<file path="src/rtl/scp_pkg.sv">
// Package: field layout and widths of the serial programming word.
// Assumes the decoded word (after the one-place right shift) is WORD_BITS-1 wide.
package scp_pkg;
    localparam int WORD_BITS = 26;            // raw serial bits per word
    localparam int DEC_BITS  = WORD_BITS - 1; // decoded word width
    localparam int AW        = 3;             // address width
    localparam int ADDR_LSB  = 22;
    localparam int IW        = 4;             // index field width
    localparam int IDX_LSB   = 18;
    localparam int PW        = 7;             // P' width
    localparam int PP_LSB    = 11;
    localparam int MW        = 3;             // M width
    localparam int M_LSB     = 8;
    localparam int QW        = 7;             // Q' width
    localparam int QP_LSB    = 1;
    localparam int CW        = 8;             // control byte width
    localparam int CTRL_LSB  = 13;
    localparam int CTRL_ADDR = 6;
    localparam int NUM_FREQ  = 3;             // frequency register sets
    localparam int P_OFFSET  = 3;             // effective P = P' + P_OFFSET
    localparam int PDW       = PW + 1;        // effective P width
    localparam int PSW       = 1 << MW;       // post-divider width

    typedef logic [DEC_BITS-1:0] dec_word_t;
endpackage

</file>
<file path="src/rtl/scp_edge_sync.sv">
// Module: scp_edge_sync
// Brings the serial clock and data pins into the system clock domain and
// emits a single-cycle strobe for every serial clock rising edge, with the
// data value that was sampled alongside it.
// Assumes the serial clock is much slower than clk (each level held for
// several system cycles) and that data is stable around its rising edge.
module scp_edge_sync #(
    parameter int STAGES = 2
) (
    input  logic clk,
    input  logic rst_n,
    input  logic ser_clk_i,
    input  logic ser_data_i,
    output logic bit_stb_o,
    output logic bit_val_o
);
    logic [STAGES-1:0] ck_sh;
    logic [STAGES-1:0] dt_sh;
    logic              ck_prev;

    // Synchronizer chains for both pins plus the previous clock level.
    always_ff @(posedge clk) begin
        if (!rst_n) begin
            ck_sh   <= '0;
            dt_sh   <= '0;
            ck_prev <= 1'b0;
        end else begin
            ck_sh   <= {ck_sh[STAGES-2:0], ser_clk_i};
            dt_sh   <= {dt_sh[STAGES-2:0], ser_data_i};
            ck_prev <= ck_sh[STAGES-1];
        end
    end

    // Rising edge of the synchronized serial clock.
    assign bit_stb_o = ck_sh[STAGES-1] & ~ck_prev;
    assign bit_val_o = dt_sh[STAGES-1];

    AST_STB_SINGLE: assert property (@(posedge clk) disable iff (!rst_n)
        bit_stb_o |=> !bit_stb_o);
endmodule

</file>
<file path="src/rtl/scp_frame.sv">
// Module: scp_frame
// Unlock detector and word framer. While locked it counts consecutive ones
// and unlocks on a zero that follows enough of them. While unlocked it
// collects WORD_BITS bits, drops the first one, presents the decoded word for
// one cycle and locks again.
// Assumes bit_stb_i is a single-cycle strobe carrying bit_val_i.
module scp_frame
    import scp_pkg::*;
#(
    parameter int UNLOCK_ONES = 5
) (
    input  logic      clk,
    input  logic      rst_n,
    input  logic      bit_stb_i,
    input  logic      bit_val_i,
    output logic      word_stb_o,
    output dec_word_t word_o
);
    localparam int OW  = $clog2(UNLOCK_ONES + 1);
    localparam int BCW = $clog2(WORD_BITS);
    localparam int SHW = WORD_BITS - 2;

    logic           unlocked;
    logic [OW-1:0]  ones_cnt;
    logic [BCW-1:0] bit_cnt;
    logic [SHW-1:0] shreg;

    // Lock state machine, ones counter, bit counter and shift register.
    always_ff @(posedge clk) begin
        if (!rst_n) begin
            unlocked   <= 1'b0;
            ones_cnt   <= '0;
            bit_cnt    <= '0;
            shreg      <= '0;
            word_stb_o <= 1'b0;
            word_o     <= '0;
        end else begin
            word_stb_o <= 1'b0;
            if (bit_stb_i) begin
                if (!unlocked) begin
                    if (bit_val_i) begin
                        if (ones_cnt != OW'(UNLOCK_ONES))
                            ones_cnt <= ones_cnt + 1'b1;
                    end else begin
                        ones_cnt <= '0;
                        if (ones_cnt == OW'(UNLOCK_ONES))
                            unlocked <= 1'b1;
                    end
                end else if (bit_cnt == BCW'(WORD_BITS - 1)) begin
                    word_o     <= {bit_val_i, shreg};
                    word_stb_o <= 1'b1;
                    unlocked   <= 1'b0;
                    ones_cnt   <= '0;
                    bit_cnt    <= '0;
                    shreg      <= '0;
                end else begin
                    shreg   <= {bit_val_i, shreg[SHW-1:1]};
                    bit_cnt <= bit_cnt + 1'b1;
                end
            end
        end
    end

    AST_CNT_BOUND: assert property (@(posedge clk) disable iff (!rst_n)
        bit_cnt < BCW'(WORD_BITS));
    AST_ONES_BOUND: assert property (@(posedge clk) disable iff (!rst_n)
        ones_cnt <= OW'(UNLOCK_ONES));
    AST_ZERO_RESTART: assert property (@(posedge clk) disable iff (!rst_n)
        (bit_stb_i && !unlocked && !bit_val_i && ones_cnt < OW'(UNLOCK_ONES))
        |=> (!unlocked && ones_cnt == '0));
    AST_RELOCK: assert property (@(posedge clk) disable iff (!rst_n)
        word_stb_o |-> (!unlocked && bit_cnt == '0 && ones_cnt == '0));
    AST_WORD_FROM_UNLOCKED: assert property (@(posedge clk) disable iff (!rst_n)
        $rose(word_stb_o) |-> $past(unlocked));
endmodule

</file>
<file path="src/rtl/scp_reg_bank.sv">
// Module: scp_reg_bank
// Decodes a framed word by its address and updates one frequency register
// set or the control byte. Presents stored fields, effective P and 2^M.
// Assumes word_stb_i is a single-cycle strobe with word_i valid alongside.
module scp_reg_bank
    import scp_pkg::*;
#(
    parameter logic [PW-1:0] DEF_PP = 7'd25,
    parameter logic [MW-1:0] DEF_M  = 3'd2,
    parameter logic [QW-1:0] DEF_QP = 7'd20
) (
    input  logic                    clk,
    input  logic                    rst_n,
    input  logic                    word_stb_i,
    input  dec_word_t               word_i,
    output logic [NUM_FREQ*PW-1:0]  pprime_o,
    output logic [NUM_FREQ*MW-1:0]  mexp_o,
    output logic [NUM_FREQ*QW-1:0]  qprime_o,
    output logic [NUM_FREQ*PDW-1:0] pdiv_o,
    output logic [NUM_FREQ*PSW-1:0] postdiv_o,
    output logic [CW-1:0]           ctrl_o
);
    logic [AW-1:0] addr;
    logic [IW-1:0] index_fld;
    logic [CW-1:0] ctrl_q;

    // Field extraction from the decoded word.
    assign addr      = word_i[ADDR_LSB +: AW];
    assign index_fld = word_i[IDX_LSB +: IW];

    genvar g;
    generate
        for (g = 0; g < NUM_FREQ; g++) begin : g_set
            logic [PW-1:0] pp_q;
            logic [MW-1:0] m_q;
            logic [QW-1:0] qp_q;

            // Loads this set when the word addresses it.
            always_ff @(posedge clk) begin
                if (!rst_n) begin
                    pp_q <= DEF_PP;
                    m_q  <= DEF_M;
                    qp_q <= DEF_QP;
                end else if (word_stb_i && addr == AW'(g)) begin
                    pp_q <= word_i[PP_LSB +: PW];
                    m_q  <= word_i[M_LSB +: MW];
                    qp_q <= word_i[QP_LSB +: QW];
                end
            end

            // Effective dividers derived from the stored fields.
            assign pprime_o[g*PW +: PW]    = pp_q;
            assign mexp_o[g*MW +: MW]      = m_q;
            assign qprime_o[g*QW +: QW]    = qp_q;
            assign pdiv_o[g*PDW +: PDW]    = PDW'(pp_q) + PDW'(P_OFFSET);
            assign postdiv_o[g*PSW +: PSW] = PSW'(1) << m_q;

            AST_FREQ_LOAD: assert property (@(posedge clk) disable iff (!rst_n)
                (word_stb_i && addr == AW'(g)) |=>
                (pp_q == $past(word_i[PP_LSB +: PW]) &&
                 m_q  == $past(word_i[M_LSB +: MW]) &&
                 qp_q == $past(word_i[QP_LSB +: QW])));
            AST_POSTDIV_ONEHOT: assert property (@(posedge clk) disable iff (!rst_n)
                $countones(postdiv_o[g*PSW +: PSW]) == 1);
        end
    endgenerate

    // Loads the control byte on a control-address word.
    always_ff @(posedge clk) begin
        if (!rst_n)
            ctrl_q <= '0;
        else if (word_stb_i && addr == AW'(CTRL_ADDR))
            ctrl_q <= word_i[CTRL_LSB +: CW];
    end

    assign ctrl_o = ctrl_q;

    AST_CTRL_LOAD: assert property (@(posedge clk) disable iff (!rst_n)
        (word_stb_i && addr == AW'(CTRL_ADDR)) |=>
        (ctrl_o == $past(word_i[CTRL_LSB +: CW]) && $stable(pprime_o) &&
         $stable(mexp_o) && $stable(qprime_o)));
    AST_IGNORED_ADDR: assert property (@(posedge clk) disable iff (!rst_n)
        (word_stb_i && addr >= AW'(NUM_FREQ) && addr != AW'(CTRL_ADDR)) |=>
        ($stable(pprime_o) && $stable(mexp_o) && $stable(qprime_o) &&
         $stable(ctrl_o)));
    AST_INDEX_INERT: assert property (@(posedge clk) disable iff (!rst_n)
        (word_stb_i && addr < AW'(NUM_FREQ) && index_fld != '0) |=>
        $stable(ctrl_o));
endmodule

</file>
<file path="src/rtl/scp_prog_rx.sv">
// Module: scp_prog_rx (top)
// Serial programming receiver: synchronizer and edge detector, unlock
// detector and word framer, address-steered register bank.
// Assumes a serial clock several system cycles per level.
module scp_prog_rx
    import scp_pkg::*;
#(
    parameter int            SYNC_STAGES = 2,
    parameter int            UNLOCK_ONES = 5,
    parameter logic [PW-1:0] DEF_PP      = 7'd25,
    parameter logic [MW-1:0] DEF_M       = 3'd2,
    parameter logic [QW-1:0] DEF_QP      = 7'd20
) (
    input  logic                    clk,
    input  logic                    rst_n,
    input  logic                    ser_clk_i,
    input  logic                    ser_data_i,
    output logic [NUM_FREQ*PW-1:0]  pprime_o,
    output logic [NUM_FREQ*MW-1:0]  mexp_o,
    output logic [NUM_FREQ*QW-1:0]  qprime_o,
    output logic [NUM_FREQ*PDW-1:0] pdiv_o,
    output logic [NUM_FREQ*PSW-1:0] postdiv_o,
    output logic [CW-1:0]           ctrl_o
);
    logic      bit_stb;
    logic      bit_val;
    logic      word_stb;
    dec_word_t word;

    scp_edge_sync #(.STAGES(SYNC_STAGES)) u_sync (
        .clk        (clk),
        .rst_n      (rst_n),
        .ser_clk_i  (ser_clk_i),
        .ser_data_i (ser_data_i),
        .bit_stb_o  (bit_stb),
        .bit_val_o  (bit_val)
    );

    scp_frame #(.UNLOCK_ONES(UNLOCK_ONES)) u_frame (
        .clk        (clk),
        .rst_n      (rst_n),
        .bit_stb_i  (bit_stb),
        .bit_val_i  (bit_val),
        .word_stb_o (word_stb),
        .word_o     (word)
    );

    scp_reg_bank #(.DEF_PP(DEF_PP), .DEF_M(DEF_M), .DEF_QP(DEF_QP)) u_bank (
        .clk        (clk),
        .rst_n      (rst_n),
        .word_stb_i (word_stb),
        .word_i     (word),
        .pprime_o   (pprime_o),
        .mexp_o     (mexp_o),
        .qprime_o   (qprime_o),
        .pdiv_o     (pdiv_o),
        .postdiv_o  (postdiv_o),
        .ctrl_o     (ctrl_o)
    );
endmodule

</file>
<file path="config.mk">
export PLATFORM = sky130hd
export DESIGN_NAME = scp_prog_rx
export DESIGN_NICKNAME = d
export VERILOG_FILES = /design/src/rtl/scp_pkg.sv /design/src/rtl/scp_edge_sync.sv /design/src/rtl/scp_frame.sv /design/src/rtl/scp_reg_bank.sv /design/src/rtl/scp_prog_rx.sv
export SDC_FILE = /design/constraint.sdc
export NUM_CORES = 1
export LEC_CHECK = 0
export ABC_AREA = 1
export BUFFER_PORTS_ARGS = -buffer_cell sky130_fd_sc_hd__buf_2
export CAP_MARGIN = 5
export CORE_UTILIZATION = 45
export DETAILED_ROUTE_END_ITERATION = 10
export GPL_TIMING_DRIVEN = 0
export PLACE_DENSITY = 0.77
export SYNTH_ARGS = -nofsm -noshare
export SYNTH_HDL_FRONTEND = slang
export SYNTH_SLANG_ARGS = --single-unit
</file>
<file path="constraint.sdc">
create_clock -name clk -period 1.33 [get_ports clk]
set_input_delay 0.133 -clock clk [delete_from_list [all_inputs] [get_ports clk]]
set_output_delay 0.133 -clock clk [all_outputs]
set_load 0.05 [all_outputs]
</file>
* Word-level counts from Yosys, hierarchy flattened
Index checks and enable logic that the tools add are counted.
** Operators by class
- Reduce and logical (&&, ||, !) cells :: 9
- Muxes and demuxes :: 11
- Eq/ne operators :: 8
- Bitwise gates (word level) :: 2
- Add/subtract/negate cells :: 5
- Shift operators :: 3
** Operator list (count)
- adder 7 x 2 -> 8 bit, second input constant :: 3
- two-way mux 24 bit :: 1
- << shifter 1 x 3 -> 8 bit, first input constant :: 3
- two-way mux 3 bit :: 4
- AND reduction 3 bit :: 3
- equality test 3 bit, second input constant :: 2
- adder 5 x 1 -> 5 bit, second input constant :: 1
- equality test 5 bit, second input constant :: 1
- two-way mux 1 bit :: 5
- two-way mux 5 bit :: 1
- logical AND 1 bit :: 4
- adder 3 x 1 -> 3 bit, second input constant :: 1
- equality test 3 x 1 -> 1 bit, second input constant :: 1
- equality test 3 x 2 -> 1 bit, second input constant :: 1
- zero test 3 bit :: 1
- != test 3 x 1 -> 1 bit, second input constant :: 1
- != test 3 bit, second input constant :: 1
- != test 2 bit, second input constant :: 1
- AND reduction 2 bit :: 1
- AND 1 bit :: 1
- NOT 1 bit :: 1
** Word-level totals
- Output and inout bits :: 107
- Register bits :: 123
- Input bits :: 4

* Longest topological paths before layout
Gate-level depths: netlist of run 1.
- Word-level depth :: 4
- Mapped depth :: 10

* Cells and area by module
Synthesis of run 1 repeated with hierarchy kept, for this count alone.
** Unflattened totals
- Cells, all modules :: 737
- Area total of the unflattened synthesis :: 5240.0 µm²
** Modules (own cells, without submodules)
- scp_reg_bank :: cells an instance 436, area an instance 2875.3 µm², instances 1, seq. area each 1181.1 µm²
- scp_frame :: cells an instance 284, area an instance 2219.6 µm², instances 1, seq. area each 1181.1 µm²
- scp_edge_sync :: cells an instance 17, area an instance 145.1 µm², instances 1, seq. area each 100.1 µm²

* Least setup slack after synthesis of run 1
OpenSTA, ideal clock, no wires.
- Path type :: register -> output
- Start :: register u_bank.g_set[0].pp_q[0]
- End :: output port pdiv_o[6]
- Buffers on the path :: 0
- Required time :: 1.197 ns
- Data arrival time :: 2.470 ns
- Stages on the path, launching flop included :: 7
- Slack :: -1.273 ns
- Cell sequence :: dfxtp_1 inv_1 ha_1 nor2_1 nand2_1 nor3_1 xor2_1
** On the way
- Longest elaborated chain between the ends :: 1
** Ends and longest elaborated chain
- from (decl) :: line scp_reg_bank.sv:34 : logic [PW-1:0] pp_q;
- from (signal assigned) :: line scp_reg_bank.sv:45 : pp_q <= word_i[PP_LSB +: PW];
- adder 7 x 2 -> 8 bit :: line scp_reg_bank.sv:55 : assign pdiv_o[g*PDW +: PDW] = PDW'(pp_q) + PDW'(P_OFFSET);
- to (decl) :: line scp_prog_rx.sv:21 : output logic [NUM_FREQ*PDW-1:0] pdiv_o,
Every way passes these cells.

* Worst setup path in the final report of run 1
Same ends and word-level chain as after synthesis.

==> impl_metrics.tcl, run 1 <==
set metrics [dict create \
    status "complete, but fails checks" \
    violations "negative setup slack" \
    maxSlewHeadroom_pct 56.4 \
    grt_pass1_vias 5376 \
    antenna_found_initial 2 \
    fmax_ghz 0.483 \
    fill_cells 548 \
    fin_ws_ps -738 \
    p_leak_nw 3.53 \
    slew_viol_final 0 \
    overflow 0 \
    dpl_cell_area_mm2 0.00644 \
    drtPass1Iterations 6 \
    final-setup-viol-count 75 \
    netlist_area_mm2 0.00503 \
    required_ps 1200 \
    cap_viol_max_count 0 \
    final_hold_viol_count 0 \
    nNetsFinal 820 \
    cts_buffers 17 \
    final_common_cell "nand2_1" \
    cts_tree "yes" \
    via_per_inst 5.72 \
    hold_class "input port to flip-flop" \
    synthCells 620 \
    syn_nets 631 \
    die_y_um 108 \
    synthToLayoutAreaGrowth_pct 69.5 \
    wire_per_inst_um 21.5 \
    vias 5504 \
    ys_ff_latch 120 \
    synth-edff-count 0 \
    clk_path_buf_depth 2 \
    async_reset_ff_share_pct 0 \
    gp_congestion 0.792 \
    drt_iter0_markers 490 \
    grtUsageTotal_pct 32.2 \
    fin_area_mm2 0.00852 \
    worstSetupPathType "flip-flop to output pin" \
    total_power_mw 8.44 \
    final.setup_skew_ps 14.1 \
    cts_root_buf "clkbuf_8" \
    detail-route-antenna-nets 0 \
    rows 38 \
    clock_sinks 120 \
    io_pins 111 \
    min_path_cells 4 \
    setup_tns_ps -20720 \
    layout_common_cells "nand2_1 (96), dfxtp_1 (89), buf_6 (75), nor2_1 (67), inv_1 (44)" \
    p_per_area_mw_per_mm2 991 \
    r2r_cells 10 \
    finalNonFillerCells 963 \
    grt_setup_unrepaired "yes" \
    worstHoldStart "ser_data_i" \
    drc 0 \
    wl_um 20700 \
    reg2reg_from "u_frame.bit_cnt[1]$_SDFFE_PN0P_" \
    syn_avg_cell_area_um2 8.11 \
    cts_max_level 4 \
    io_buffer_count 110 \
    clk_pin_slew_ps 60 \
    post-route-period-util_pct 156 \
    core_mm2 0.0108 \
    drive_above_1_share_pct 50.5 \
    fin_crit_ps 2070 \
    crit_arrival_ps 1940 \
    grt_pass1_wl_um 27900 \
    synth_area_leaders "dfxtp_1 (48%), nand2_1 (7.7%), nor2_1 (5.5%), o21ai_0 (5.3%), inv_1 (5.2%)" \
    grt_max_degree 17 \
    vdd_drop_max_v 0.000869 \
    start_util_pct 46.4 \
    worst_pin_slew_ps 653 \
    yosys.area.top_type "dfxtp_1" \
    yosysWarnings 0 \
    crit_start "u_bank.g_set[0].pp_q[0]$_SDFFE_PN1P_" \
    die_area_mm2 0.0116 \
    dpl.cell_count 870 \
    dpl.hpwl_um 9530 \
    worst-path-max-fanout 2 \
    die_w_um 108 \
    yosysTopAreaCellShare_pct 47.8 \
    synthFlopType "dfxtp_1" \
    end_kind "output pin" \
    critPathLaunchType "flip-flop" \
    synth_cell_types 30 \
    clk_latency_ps 520 \
    yosysSeqAreaShare_pct 47.8 \
]
## flip-flops by register name, indices dropped and copies added, names as in the netlist
name / flops
u_bank.ctrl_o: 8
u_bank.g_set.m_q: 9
u_bank.g_set.pp_q: 21
u_bank.g_set.qp_q: 21
u_frame.bit_cnt: 5
u_frame.ones_cnt: 3
u_frame.shreg: 23
u_frame.unlocked: 1
u_frame.word_o: 23
u_frame.word_stb_o: 1
u_sync.ck_prev: 1
u_sync.ck_sh: 2
u_sync.dt_sh: 2
## area by class of cell
cell class | count | area, µm² | area share [%]
multi-input cells | 399 | 2940 | 34.5
flip-flops and latches | 120 | 2490 | 29.2
repair buffers | 174 | 1750 | 20.5
clock buffers | 20 | 467 | 5.48
inverters | 74 | 344 | 4.04
plain buffers | 23 | 216 | 2.54
well taps | 140 | 175 | 2.06
clock inverters | 12 | 136 | 1.60
diodes | 1 | 2.50 | 0.0294
## timing repair
action                                 4_1_cts  5_1_grt
resized for setup                          203      104
hold buffers                                 3        0
setup endpoints to repair                  108      164
buffers inserted                            43       22
pin swaps                                   28       26
endpoints found under the hold margin        3        0
gates cloned                                 2        2
## cell usage after synthesis, types with 4 or more instances
cell type	n
a21oi_1	19
buf_2	9
buf_6	11
dfxtp_1	120
ha_1	7
inv_1	69
inv_2	4
nand2_1	103
nand3_1	21
nor2_1	74
nor2_2	11
nor2_4	11
nor3_1	28
o211ai_1	9
o21ai_0	53
o21ai_1	19
o21ai_2	20
xor2_1	13
## per-layer routing
| layer | wire length, µm | vias to the layer above | global-route usage (%) |
|---|---|---|---|
| li1 | - | 2363 | - |
| met1 | 6910 | 2600 | 35.1 |
| met2 | 10500 | 383 | 55.6 |
| met3 | 1620 | 156 | 8.05 |
| met4 | 1660 | 2 | 20.5 |
| met5 | 18 | - | 0 |
## power by group
| part | internal [mW] | switching (mW) |
|---|---|---|
| combinational | 0.0809 | 0.152 |
| clock | 2.90 | 1.74 |
| sequential | 3.56 | 0.00812 |
## per-stage QoR
step                utilization, %  hold slack (ps)  setup slack [ps]
global route                  78.6              375              -809
CTS                           75.2              326              -633
finish                        78.6              351              -738
floorplan                        -              231              -630
global placement              59.4              318              -285
detailed placement            59.4              329              -301
## path summary, 6_finish.rpt
| check | to | slack (ps) |
|---|---|---|
| worst max register to register | u_frame.word_o[9]$_SDFFE_PN0P_ | -30 |
| worst max-delay path | pdiv_o[6] | -740 |
| worst min-delay path | u_sync.dt_sh[0]$_SDFF_PN0_ | 350 |
| worst min register to register | u_sync.ck_sh[1]$_SDFF_PN0_ | 420 |
## critical path, cell delays in order (launching register included)
cell and delay [ps]:
dfxtp_4 360, clkinvlp_4 110, ha_4 190, nor2_4 120, nand2_4 80, nor3_4 200, xor2_4 170, buf_6 170
## logic make-up (layout without fill, tap and decap cells)
| group | Yosys count | count (layout) | synth area share, % |
|---|---|---|---|
| flops | 120 | 120 | 47.8 |
| other cells | 0 | 1 | 0 |
| buf+inv | 101 | 303 | 9.98 |
| fa+ha+maj | 7 | 7 | 1.74 |
| compound gates | 120 | 120 | 13.9 |
| xor+xnor | 16 | 16 | 2.79 |
| simple gates | 256 | 256 | 23.8 |
Power figures use the tool's default switching activity.
==> run 2, diff against run 1 <==
--- a/config.mk
+++ b/config.mk
@@ -10,8 +10,10 @@
 export CAP_MARGIN = 5
 export CORE_UTILIZATION = 45
 export DETAILED_ROUTE_END_ITERATION = 10
+export GPL_ROUTABILITY_DRIVEN = 0
 export GPL_TIMING_DRIVEN = 0
 export PLACE_DENSITY = 0.77
+export SKIP_LAST_GASP = 1
 export SYNTH_ARGS = -nofsm -noshare
 export SYNTH_HDL_FRONTEND = slang
 export SYNTH_SLANG_ARGS = --single-unit
==> run 2 against run 1 <==
Critical path depth unchanged. Count of clock-buffer cells in the layout unchanged. Worst hold slack got worse by 6.2 ps. Worst setup slack got worse by 69 ps. Sequential power about the same. The run still ends with negative setup slack left. Flip-flop and latch count unchanged. Wire length decreased by 1.9%. Via count decreased by 1.2%. Maximum frequency decreased by 3.2%.
==> impl_metrics.tcl, run 2 (synthesis gave the netlist of run 1 again) <==
set metrics [dict create \
    worst-path-max-fanout 2 \
    worst_pin_slew_ps 555 \
    maxSlewHeadroom_pct 63.0 \
    status "complete, but fails checks" \
    final.setup_skew_ps 10.7 \
    wire_per_inst_um 21.3 \
    dpl.cell_count 870 \
    overflow 0 \
    wl_met2_um 10200 \
    vias 5439 \
    cts_max_level 4 \
    core_mm2 0.0108 \
    drc 0 \
    routed.top_layer "met4" \
    vdd_drop_max_v 0.000828 \
    wl_um 20300 \
    die_y_um 108 \
    antenna_found_initial 0 \
    p_leak_nw 3.50 \
    critPathLaunchType "flip-flop" \
    worstSetupPathType "flip-flop to output pin" \
    die_w_um 108 \
    fmax_ghz 0.468 \
    largestRegisters "u_frame.shreg (23), u_frame.word_o (23)" \
    finalNonFillerCells 956 \
    violations "negative setup slack" \
    cts_root_buf "clkbuf_8" \
    hold_class "input port to flip-flop" \
    die_area_mm2 0.0116 \
    synthToLayoutAreaGrowth_pct 68.0 \
    clk_latency_ps 520 \
    cap_viol_max_count 0 \
    drtPass1Iterations 5 \
    dpl.hpwl_um 9530 \
    fin_ws_ps -807 \
    final_hold_viol_count 0 \
    wl_met3_um 1640 \
    crit_arrival_ps 2000 \
    setup_tns_ps -20430 \
    via_per_inst 5.69 \
    grt_max_degree 17 \
    clk_pin_slew_ps 60 \
    p_sw_mw 1.91 \
    grt_pass1_vias 5298 \
    pwr-share-seq_pct 42.3 \
    slew_viol_final 0 \
    io_pins 111 \
    num_antenna_cells 0 \
    start_util_pct 46.4 \
    clock_sinks 120 \
    detail-route-antenna-nets 0 \
    p_per_area_mw_per_mm2 1000 \
    io_buffer_count 110 \
    p_comb_share_pct 2.6 \
    cts_buffers 17 \
    multi_input_area_mm2 0.00292 \
    grtUsageTotal_pct 32.2 \
    rows 38 \
    cts_tree "yes" \
    clk_path_buf_depth 2 \
    required_ps 1200 \
    power.share.clock_pct 55.1 \
    fin_crit_ps 2140 \
    post-route-period-util_pct 161 \
    drt_iter0_markers 534 \
    dpl_worst_slack_ps -301 \
    grt_pass1_wl_um 27900 \
    final-setup-viol-count 85 \
    seq_area_mm2 0.00249 \
    end_kind "output pin" \
    grt_setup_unrepaired "yes" \
    drive_above_1_share_pct 49.4 \
    fill_cells 569 \
    final_common_cell "nand2_1" \
    fin_hold_ws_ps 345 \
    met1_length_um 6890 \
    switching_share_pct 22.6 \
    layout_common_cells "nand2_1 (96), dfxtp_1 (89), buf_6 (68), nor2_1 (67), inv_1 (47)" \
    nNetsFinal 814 \
    cell_internal_pwr_mw 6.54 \
]
[run 2: through the flow]
stage	power [mW]	instance area [µm²]	util, %
floorplan	3.78	5720	-
global placement	3.82	6440	59.4
detailed placement	3.82	6440	59.4
CTS	8.40	8140	75.0
global route	8.60	8440	77.9
finish	8.45	8440	77.9
[run 2: path summary, 6_finish.rpt]
kind                                        start                                   end  slack (ps)  cells after the start
max          u_bank.g_set[0].pp_q[0]$_SDFFE_PN1P_                             pdiv_o[5]        -810                      7
min                                    ser_data_i            u_sync.dt_sh[0]$_SDFF_PN0_         340                      4
max reg2reg       u_frame.word_o[24]$_SDFFE_PN0P_  u_bank.g_set[2].qp_q[3]$_SDFFE_PN0P_        -150                      8
min reg2reg            u_sync.ck_sh[0]$_SDFF_PN0_            u_sync.ck_sh[1]$_SDFF_PN0_         420                      2
[run 2: metal layers]
metal / global-route usage [%] / up-vias
met3: 6.17 / 154
met1: 35.6 / 2574
met2: 56.3 / 369
met4: 20.9 / 0
li1: - / 2342
met5: 0 / -
[run 2: repair_timing]
action / 4_1_cts / 5_1_grt
pin swaps: 27 / 31
endpoints found under the hold margin: 3 / 0
gates cloned: 2 / 2
setup endpoints to repair: 108 / 155
hold buffers: 3 / 0
setup buffers: 43 / 17
gates resized for setup: 198 / 98
[run 2: cell type report]
class                           count  area share, %
Buffer                             23           2.49
Clock inverter                     12           1.62
Sequential cell                   120           29.5
Clock buffer                       20           5.53
Inverter                           74           4.05
Multi-Input combinational cell    399           34.6
Timing Repair Buffer              168           20.2
Tap cell                          140           2.07
[run 2: critical path, stage by stage (launching register included)]
cell        delay, ps
dfxtp_4           360
clkinvlp_4        140
buf_4             170
buf_6             110
a21oi_4           200
nand3_4           130
xor2_2            190
buf_6             180
[run 2: power groups by stage]
stage / logic, mW / clock network [mW] / registers (mW)
floorplan: 0.124 / 0 / 3.65
global placement: 0.165 / 0 / 3.65
detailed placement: 0.170 / 0 / 3.65
CTS: 0.232 / 4.59 / 3.57
global route: 0.238 / 4.79 / 3.57
finish: 0.223 / 4.65 / 3.57
